**src/rtl/cla_pkg.sv**
```systemverilog
package cla_pkg;

    // Number of lanes one lookahead unit reduces at a time.
    localparam int unsigned LA_LANES = 4;

    // A generate/propagate pair for a bit, a group or a span of groups.
    typedef struct packed {
        logic gen;
        logic prop;
    } gp_t;

    // Reduce the lowest n lanes of v to one span pair, in sum-of-products form.
    function automatic gp_t span_of(input gp_t [LA_LANES-1:0] v, input int n);
        gp_t  r;
        logic term;
        r.gen  = 1'b0;
        r.prop = 1'b1;
        for (int k = 0; k < LA_LANES; k++) begin
            if (k < n) begin
                term = v[k].gen;
                for (int j = k + 1; j < LA_LANES; j++) begin
                    if (j < n) term = term & v[j].prop;
                end
                r.gen  = r.gen | term;
                r.prop = r.prop & v[k].prop;
            end
        end
        return r;
    endfunction

    // Carry entering lane k, expanded over all lower lanes and the incoming carry.
    function automatic logic carry_into(input gp_t [LA_LANES-1:0] v, input int k,
                                        input logic cin);
        logic acc;
        logic term;
        term = cin;
        for (int j = 0; j < LA_LANES; j++) begin
            if (j < k) term = term & v[j].prop;
        end
        acc = term;
        for (int i = 0; i < LA_LANES; i++) begin
            if (i < k) begin
                term = v[i].gen;
                for (int j = i + 1; j < LA_LANES; j++) begin
                    if (j < k) term = term & v[j].prop;
                end
                acc = acc | term;
            end
        end
        return acc;
    endfunction

endpackage

```
**src/rtl/cla_bit_gp.sv**
```systemverilog
module cla_bit_gp
    import cla_pkg::*;
#(
    parameter int unsigned WIDTH = 32
) (
    input  logic [WIDTH-1:0] op_a,
    input  logic [WIDTH-1:0] op_b,
    output gp_t  [WIDTH-1:0] bit_gp
);
    for (genvar i = 0; i < WIDTH; i++) begin : g_bit
        assign bit_gp[i].gen  = op_a[i] & op_b[i];
        assign bit_gp[i].prop = op_a[i] ^ op_b[i];
    end
endmodule

```
**src/rtl/cla_span4.sv**
```systemverilog
module cla_span4
    import cla_pkg::*;
#(
    parameter int unsigned LANES = 4
) (
    input  gp_t [LANES-1:0] lane_gp,
    output gp_t             span_gp
);
    gp_t [LA_LANES-1:0] padded;

    always_comb begin
        padded = '0;
        for (int k = 0; k < int'(LANES); k++) padded[k] = lane_gp[k];
        span_gp = span_of(padded, int'(LANES));
    end
endmodule

```
**src/rtl/cla_carry4.sv**
```systemverilog
module cla_carry4
    import cla_pkg::*;
#(
    parameter int unsigned LANES = 4
) (
    input  gp_t  [LANES-1:0] lane_gp,
    input  logic             cin,
    output logic [LANES-1:0] lane_cin
);
    gp_t [LA_LANES-1:0] padded;

    always_comb begin
        padded = '0;
        for (int k = 0; k < int'(LANES); k++) padded[k] = lane_gp[k];
        for (int k = 0; k < int'(LANES); k++) lane_cin[k] = carry_into(padded, k, cin);
    end
endmodule

```
**src/rtl/cla_tree.sv**
```systemverilog
module cla_tree
    import cla_pkg::*;
#(
    parameter int unsigned NUM = 8
) (
    input  gp_t  [NUM-1:0] elem_gp,
    input  logic           cin,
    output logic [NUM-1:0] elem_cin,
    output gp_t            span_gp
);
    localparam int unsigned NU = (NUM + LA_LANES - 1) / LA_LANES;

    if (NUM <= LA_LANES) begin : g_leaf
        cla_span4 #(.LANES(NUM)) u_span (
            .lane_gp (elem_gp),
            .span_gp (span_gp)
        );
        cla_carry4 #(.LANES(NUM)) u_carry (
            .lane_gp  (elem_gp),
            .cin      (cin),
            .lane_cin (elem_cin)
        );
    end else begin : g_node
        gp_t  [NU-1:0] unit_gp;
        logic [NU-1:0] unit_cin;

        for (genvar u = 0; u < NU; u++) begin : g_unit
            localparam int unsigned BASE = u * LA_LANES;
            localparam int unsigned L    = (NUM - BASE > LA_LANES) ? LA_LANES : NUM - BASE;

            cla_span4 #(.LANES(L)) u_span (
                .lane_gp (elem_gp[BASE +: L]),
                .span_gp (unit_gp[u])
            );
            cla_carry4 #(.LANES(L)) u_carry (
                .lane_gp  (elem_gp[BASE +: L]),
                .cin      (unit_cin[u]),
                .lane_cin (elem_cin[BASE +: L])
            );
        end

        cla_tree #(.NUM(NU)) u_upper (
            .elem_gp  (unit_gp),
            .cin      (cin),
            .elem_cin (unit_cin),
            .span_gp  (span_gp)
        );
    end
endmodule

```
**src/rtl/cla_adder.sv**
```systemverilog
module cla_adder
    import cla_pkg::*;
#(
    parameter int unsigned WIDTH = 32
) (
    input  logic [WIDTH-1:0] op_a,
    input  logic [WIDTH-1:0] op_b,
    input  logic             carry_in,
    output logic [WIDTH-1:0] sum,
    output logic             carry_out,
    output logic             span_gen,
    output logic             span_prop
);
    localparam int unsigned NG = WIDTH / LA_LANES;

    gp_t  [WIDTH-1:0] bit_gp;
    logic [WIDTH-1:0] bit_cin;
    gp_t  [NG-1:0]    grp_gp;
    logic [NG-1:0]    grp_cin;
    gp_t              word_gp;

    cla_bit_gp #(.WIDTH(WIDTH)) u_bits (
        .op_a   (op_a),
        .op_b   (op_b),
        .bit_gp (bit_gp)
    );

    // First level: one span pair per 4-bit group, then the carries inside it.
    for (genvar g = 0; g < NG; g++) begin : g_grp
        cla_span4 #(.LANES(LA_LANES)) u_span (
            .lane_gp (bit_gp[g*LA_LANES +: LA_LANES]),
            .span_gp (grp_gp[g])
        );
        cla_carry4 #(.LANES(LA_LANES)) u_carry (
            .lane_gp  (bit_gp[g*LA_LANES +: LA_LANES]),
            .cin      (grp_cin[g]),
            .lane_cin (bit_cin[g*LA_LANES +: LA_LANES])
        );
    end

    // Second level: carry entering every group, built as a tree when needed.
    cla_tree #(.NUM(NG)) u_second (
        .elem_gp  (grp_gp),
        .cin      (carry_in),
        .elem_cin (grp_cin),
        .span_gp  (word_gp)
    );

    for (genvar i = 0; i < WIDTH; i++) begin : g_sum
        assign sum[i] = bit_gp[i].prop ^ bit_cin[i];
    end

    assign span_gen  = word_gp.gen;
    assign span_prop = word_gp.prop;
    assign carry_out = word_gp.gen | (word_gp.prop & carry_in);
endmodule

```
**config.mk**
```make
export PLATFORM = sky130hd
export DESIGN_NAME = cla_adder
export DESIGN_NICKNAME = d
export VERILOG_FILES = /design/src/rtl/cla_pkg.sv /design/src/rtl/cla_bit_gp.sv /design/src/rtl/cla_span4.sv /design/src/rtl/cla_carry4.sv /design/src/rtl/cla_tree.sv /design/src/rtl/cla_adder.sv
export SDC_FILE = /design/constraint.sdc
export NUM_CORES = 1
export LEC_CHECK = 0
export ABC_AREA = 1
export BUFFER_PORTS_ARGS = -buffer_cell sky130_fd_sc_hd__clkbuf_2
export CAP_MARGIN = 15
export CORE_ASPECT_RATIO = 0.7
export CORE_MARGIN = 2
export CORE_UTILIZATION = 45
export DETAILED_ROUTE_END_ITERATION = 10
export GPL_ROUTABILITY_DRIVEN = 0
export PLACE_DENSITY = 0.86
export SYNTH_ARGS = -nofsm -noshare
export SYNTH_HDL_FRONTEND = slang
export SYNTH_SLANG_ARGS = --single-unit
```
**constraint.sdc**
```tcl
create_clock -name vclk -period 2.45
set_input_delay 0 -clock vclk [all_inputs]
set_output_delay 0 -clock vclk [all_outputs]
set_load 0.1 [all_outputs]
```
==> metrics.yaml, run 1 <==
ys_seq_area_share_pct: 0
path_max_fanout: 4
setup_viol: 0
fmax_mhz: 440
maxCapViolCount: 0
endpoint_kind: "output pin"
ios: 100
wire_per_inst_um: 11.7
viasPerCell: 4.97
die-area_sq_mm: 0.00378
criticalPathCategory: "primary input to output pin"
post-route-period-util_pct: 92.7
p_sw_mw: 1.24
multi_input_area_sq_mm: 0.00166
slowest_stage: "ha_1"
flops_and_latches: 0
syn-num-nets: 311
ff_latch_area_sq_um: 0
postRouteAntennaNets: 0
synth_cell_type_count: 23
cts_setup_buffers: 0
place.port_buffers: 100
endpoint: "sum[23]"
first_pass_iters: 5
dr.first_iter.drc_count: 39
cp_data_required_time_ps: 2450
grt_overflow: 0
rows: 17
finalWorstSetupSlack_ps: 179
worstPathArrival_ps: 2270
power_frac_clock_pct: 0
use_met3_pct: 2.33
cts_hold_buf: 0
routed_wl_mm: 3.93
status: "complete, no violations"
cp_cell_sequence: "clkbuf_2 -> ha_1 -> nand2_2 -> inv_1 -> nand2_1 -> nand2_1 -> nand2_1 -> nand3_1 -> nand2_2 -> nand3_4 -> a21o_1 -> ha_1 -> nand2_1 -> nand2_1 -> a21oi_1 -> xor2_4 -> buf_12"
cpPeakStageDelay_ps: 340
power_frac_comb_pct: 100.0
p_int_mw: 0.530
syn_inst: 198
core_sq_mm: 0.00315
pwr-share-seq_pct: 0
grt_max_degree: 6
ys_top_cells_by_area: "ha_1 34%, nand2_1 13%, fa_1 11%, xor2_1 11%, a21oi_1 5.7%"
ir_drop_mv: 0.511
yosys_warnings: 0
synth_most_common_cell: "nand2_1"
grt_usage_pct: 20.7
diodes: 0
netlist_area_sq_mm: 0.00149
initial_core_util_pct: 47.2
clkbuf_count: 0
drive_above_1_share_pct: 49.0
hold_violations: 0
dp_slack_ps: 20.0
die_y_um: 52.1
cts.repair.resized: 0
powerDensity_mw_per_mm2: 690
use_met1_pct: 25.1
fin_crit_ps: 2270
cp_num_buf_inv: 3
p_leak_nw: 1.36
drc_errors: 0
startpoint: "op_a[2]"
slew_violations: 0
dp_hpwl_mm: 3.70
worst-path-stages: 17
final_nets: 413
vias: 1671
synth_area_leader_cell: "ha_1"
max-slew-margin-rel_pct: 63.6
tns_ps: 0
netlist.area_leader.share_pct: 33.7
die_w_um: 72.7
antenna_found_initial: 0
fin_util_pct: 81.6
hp-class: "primary input to output pin"
busiest_layer: "met2"
grt_pass1_wl_mm: 6.44
worst_pin_slew_ps: 549
cpMostUsedCell: "nand2_1"
first_global_vias: 1600
grt_use_met2_pct: 40.9
synth_common_cells: "50 x nand2_1, 40 x ha_1, 18 x xor2_1"
crit_path_start_kind: "primary input"
p_sw_share_pct: 70.1
syn_avg_cell_area_sq_um: 7.50
n_fill_cell: 222
critPathTopFamily: "simple AND/OR/NAND/NOR gates"
syn2layout_area_growth_pct: 73.0
## worst min-delay path by stage
stage              from       to  slack [ps]  cells after the start
2_1_floorplan  op_b[22]  sum[23]         480                      3
3_3_place_gp   op_b[24]  sum[24]         500                      3
3_5_place_dp   op_b[28]  sum[28]         500                      3
4_1_cts        op_b[28]  sum[28]         500                      3
5_1_grt        op_b[12]  sum[12]         510                      3
6_report       op_b[28]  sum[28]         500                      3
## power by group through the flow
stage	clock network, mW	registers (mW)	logic [mW]
finish	0	0	1.77
global route	0	0	1.85
CTS	0	0	1.76
detailed placement	0	0	1.76
global placement	0	0	1.74
floorplan	0	0	1.28
## cells by family after synthesis
logic type,count (synthesis),share of synthesized area [%]
xor+xnor,24,14.2
fa+ha+maj,48,44.5
buf+inv,19,4.80
compound gates,23,8.43
simple gates,84,28.1
## metal layers
metal	vias to the layer above	routed length (um)	share of wire, %
met1	754	1590	40
met2	58	2070	53
li1	855	-	-
met4	0	33	0.84
met3	4	246	6.3
met5	-	0	0
## tightest hold or removal path, cell delays in order
cell	delay [ps]
clkbuf_2	100
fa_1	210
buf_12	180
## area by class of cell
type / instances / area share (%)
Timing Repair Buffer: 100 / 30.9
Tap cell: 38 / 1.85
Multi-Input combinational cell: 179 / 64.5
Inverter: 19 / 2.78
## stage by stage
step	total power [mW]	instance area, sq um	instances	hold WS, ps
4_1_cts	1.76	2490	336	498
6_report	1.77	2570	336	495
2_1_floorplan	1.28	1650	198	480
5_1_grt	1.85	2570	336	510
3_3_place_gp	1.74	2490	336	496
3_5_place_dp	1.76	2490	336	497
## layout by cell type, fill, tap and decap left out, types with 4 or more instances in the layout
cell,instances
xor2_2,12
xor2_1,4
inv_1,17
nand4_1,5
clkbuf_2,78
a21oi_1,15
nand2_2,4
nand3_1,14
buf_12,19
xnor2_2,4
fa_1,8
ha_1,31
nand2_1,47
ha_2,6
nor2_2,4
(Power assumes the default switching activity.)
==> run 2: changes to the inputs <==
--- a/config.mk
+++ b/config.mk
@@ -8,12 +8,14 @@
 export ABC_AREA = 1
 export BUFFER_PORTS_ARGS = -buffer_cell sky130_fd_sc_hd__clkbuf_2
 export CAP_MARGIN = 15
+export CELL_PAD_IN_SITES_DETAIL_PLACEMENT = 0
+export CELL_PAD_IN_SITES_GLOBAL_PLACEMENT = 2
 export CORE_ASPECT_RATIO = 0.7
 export CORE_MARGIN = 2
-export CORE_UTILIZATION = 45
+export CORE_UTILIZATION = 22
 export DETAILED_ROUTE_END_ITERATION = 10
 export GPL_ROUTABILITY_DRIVEN = 0
-export PLACE_DENSITY = 0.86
+export PLACE_DENSITY_LB_ADDON = 0.1
 export SYNTH_ARGS = -nofsm -noshare
 export SYNTH_HDL_FRONTEND = slang
 export SYNTH_SLANG_ARGS = --single-unit
==> metrics.yaml, run 2 (synthesis results as in run 1) <==
core_sq_mm: 0.00663  # +110%
wire_per_inst_um: 10.1  # -14%
grt_pass1_wl_mm: 6.63  # +2.9%
cp_data_required_time_ps: 2450  # about the same
slew_violations: 0  # unchanged
viasPerCell: 4.01  # -19%
cts_setup_buffers: 0  # unchanged
setup_viol: 0  # unchanged
ff_latch_area_sq_um: 0  # unchanged
worst_pin_slew_ps: 553  # +4.64 ps
drive_above_1_share_pct: 47.0  # -2.0 points
die-area_sq_mm: 0.00743  # +97%
worstPathArrival_ps: 2260  # about the same
die_w_um: 102  # +41%
final_cells: 394  # +17%
fin_crit_ps: 2260  # -13.7 ps
hold_violations: 0  # unchanged
path_max_fanout: 5  # +1
final_nets: 415  # +0.48%
status: "complete, no violations"
first_pass_iters: 5  # unchanged
place.port_buffers: 100  # unchanged
hp-class: "primary input to output pin"
dr.first_iter.drc_count: 14  # -64%
first_global_vias: 1456  # -9.0%
fin_util_pct: 40.0  # -42 points
total_power_mw: 1.80  # +1.3%
multi_input_area_sq_mm: 0.00163  # -2.0%
tns_ps: 0  # unchanged
postRouteAntennaNets: 0  # unchanged
antenna_found_initial: 0  # unchanged
flops_and_latches: 0  # unchanged
p_leak_nw: 1.39  # +2.1%
die_y_um: 72.7  # +40%
initial_core_util_pct: 22.4  # -25 points
endpoint_kind: "output pin"
cts_hold_buf: 0  # unchanged
clkbuf_count: 0  # unchanged
mostFrequentLayoutCell: "clkbuf_2"
criticalPathCategory: "primary input to output pin"
dp_slack_ps: 41.3  # +21.3 ps
final_cell_mix: "76 x clkbuf_2, 49 x nand2_1, 38 x ha_1"
grt_usage_pct: 10.6  # -10 points
diodes: 0  # unchanged
drc_errors: 0  # unchanged
powerDensity_mw_per_mm2: 678  # -1.8%
crit_path_start_kind: "primary input"
dp_hpwl_mm: 3.80  # +2.7%
fmax_mhz: 443  # +0.61%
grt_max_degree: 6  # unchanged
grt_overflow: 0  # unchanged
maxCapViolCount: 0  # unchanged
n_fill_cell: 706  # +220%
ios: 100  # unchanged
syn2layout_area_growth_pct: 78.6
max-slew-margin-rel_pct: 63.3  # -0.31 points
vias: 1578  # -5.6%
routed_wl_mm: 3.98  # +1.2%
post-route-period-util_pct: 92.1  # -0.56 points
ir_drop_mv: 0.279  # -45%
dpl.cell_count: 394  # +17%
rows: 25  # +8
cts.repair.resized: 0  # unchanged
finalWorstSetupSlack_ps: 193  # +13.7 ps
## run 2: area by class of cell
class | count | area share (%)
inverter | 19 | 2.69
multi-input combinational | 179 | 61.3
tap | 94 | 4.43
timing repair buffer | 102 | 31.6
## run 2: power breakdown
group	total [mW]	switching [mW]	internal [mW]	leakage, nW
Sequential	0	0	0	0
Combinational	1.80	1.24	0.554	1.39
Clock	0	0	0	0
## run 2: critical path, stage by stage
cell      delay [ps]
clkbuf_2          80
ha_1             400
nand3_1          120
nand4_1          120
nor2_2           180
nand3_2          130
nand3_2           80
nand2_2           70
nand2_1           60
nand2_1           80
ha_1             190
nand2_1           70
nand2_2           90
a21oi_2          200
xnor2_2          150
buf_12           200
## run 2: worst paths after layout
check	start	endpoint	slack (ps)	depth (start not counted)
max	op_a[15]	sum[31]	190	16
min	op_b[16]	sum[16]	500	3
## run 2: stage by stage
step	hold WS [ps]	cell area [sq um]
detailed placement	505	2610
global route	525	2650
global placement	501	2610
finish	499	2650
CTS	506	2610
floorplan	480	1650
## run 2: layer usage
| layer | wire, um | vias up | track usage, % |
|---|---|---|---|
| li1 | - | 861 | - |
| met1 | 2170 | 659 | 17.8 |
| met2 | 1460 | 58 | 14.3 |
| met3 | 356 | 0 | 2.11 |
| met4 | 0 | 0 | 0 |
| met5 | 0 | - | 0 |
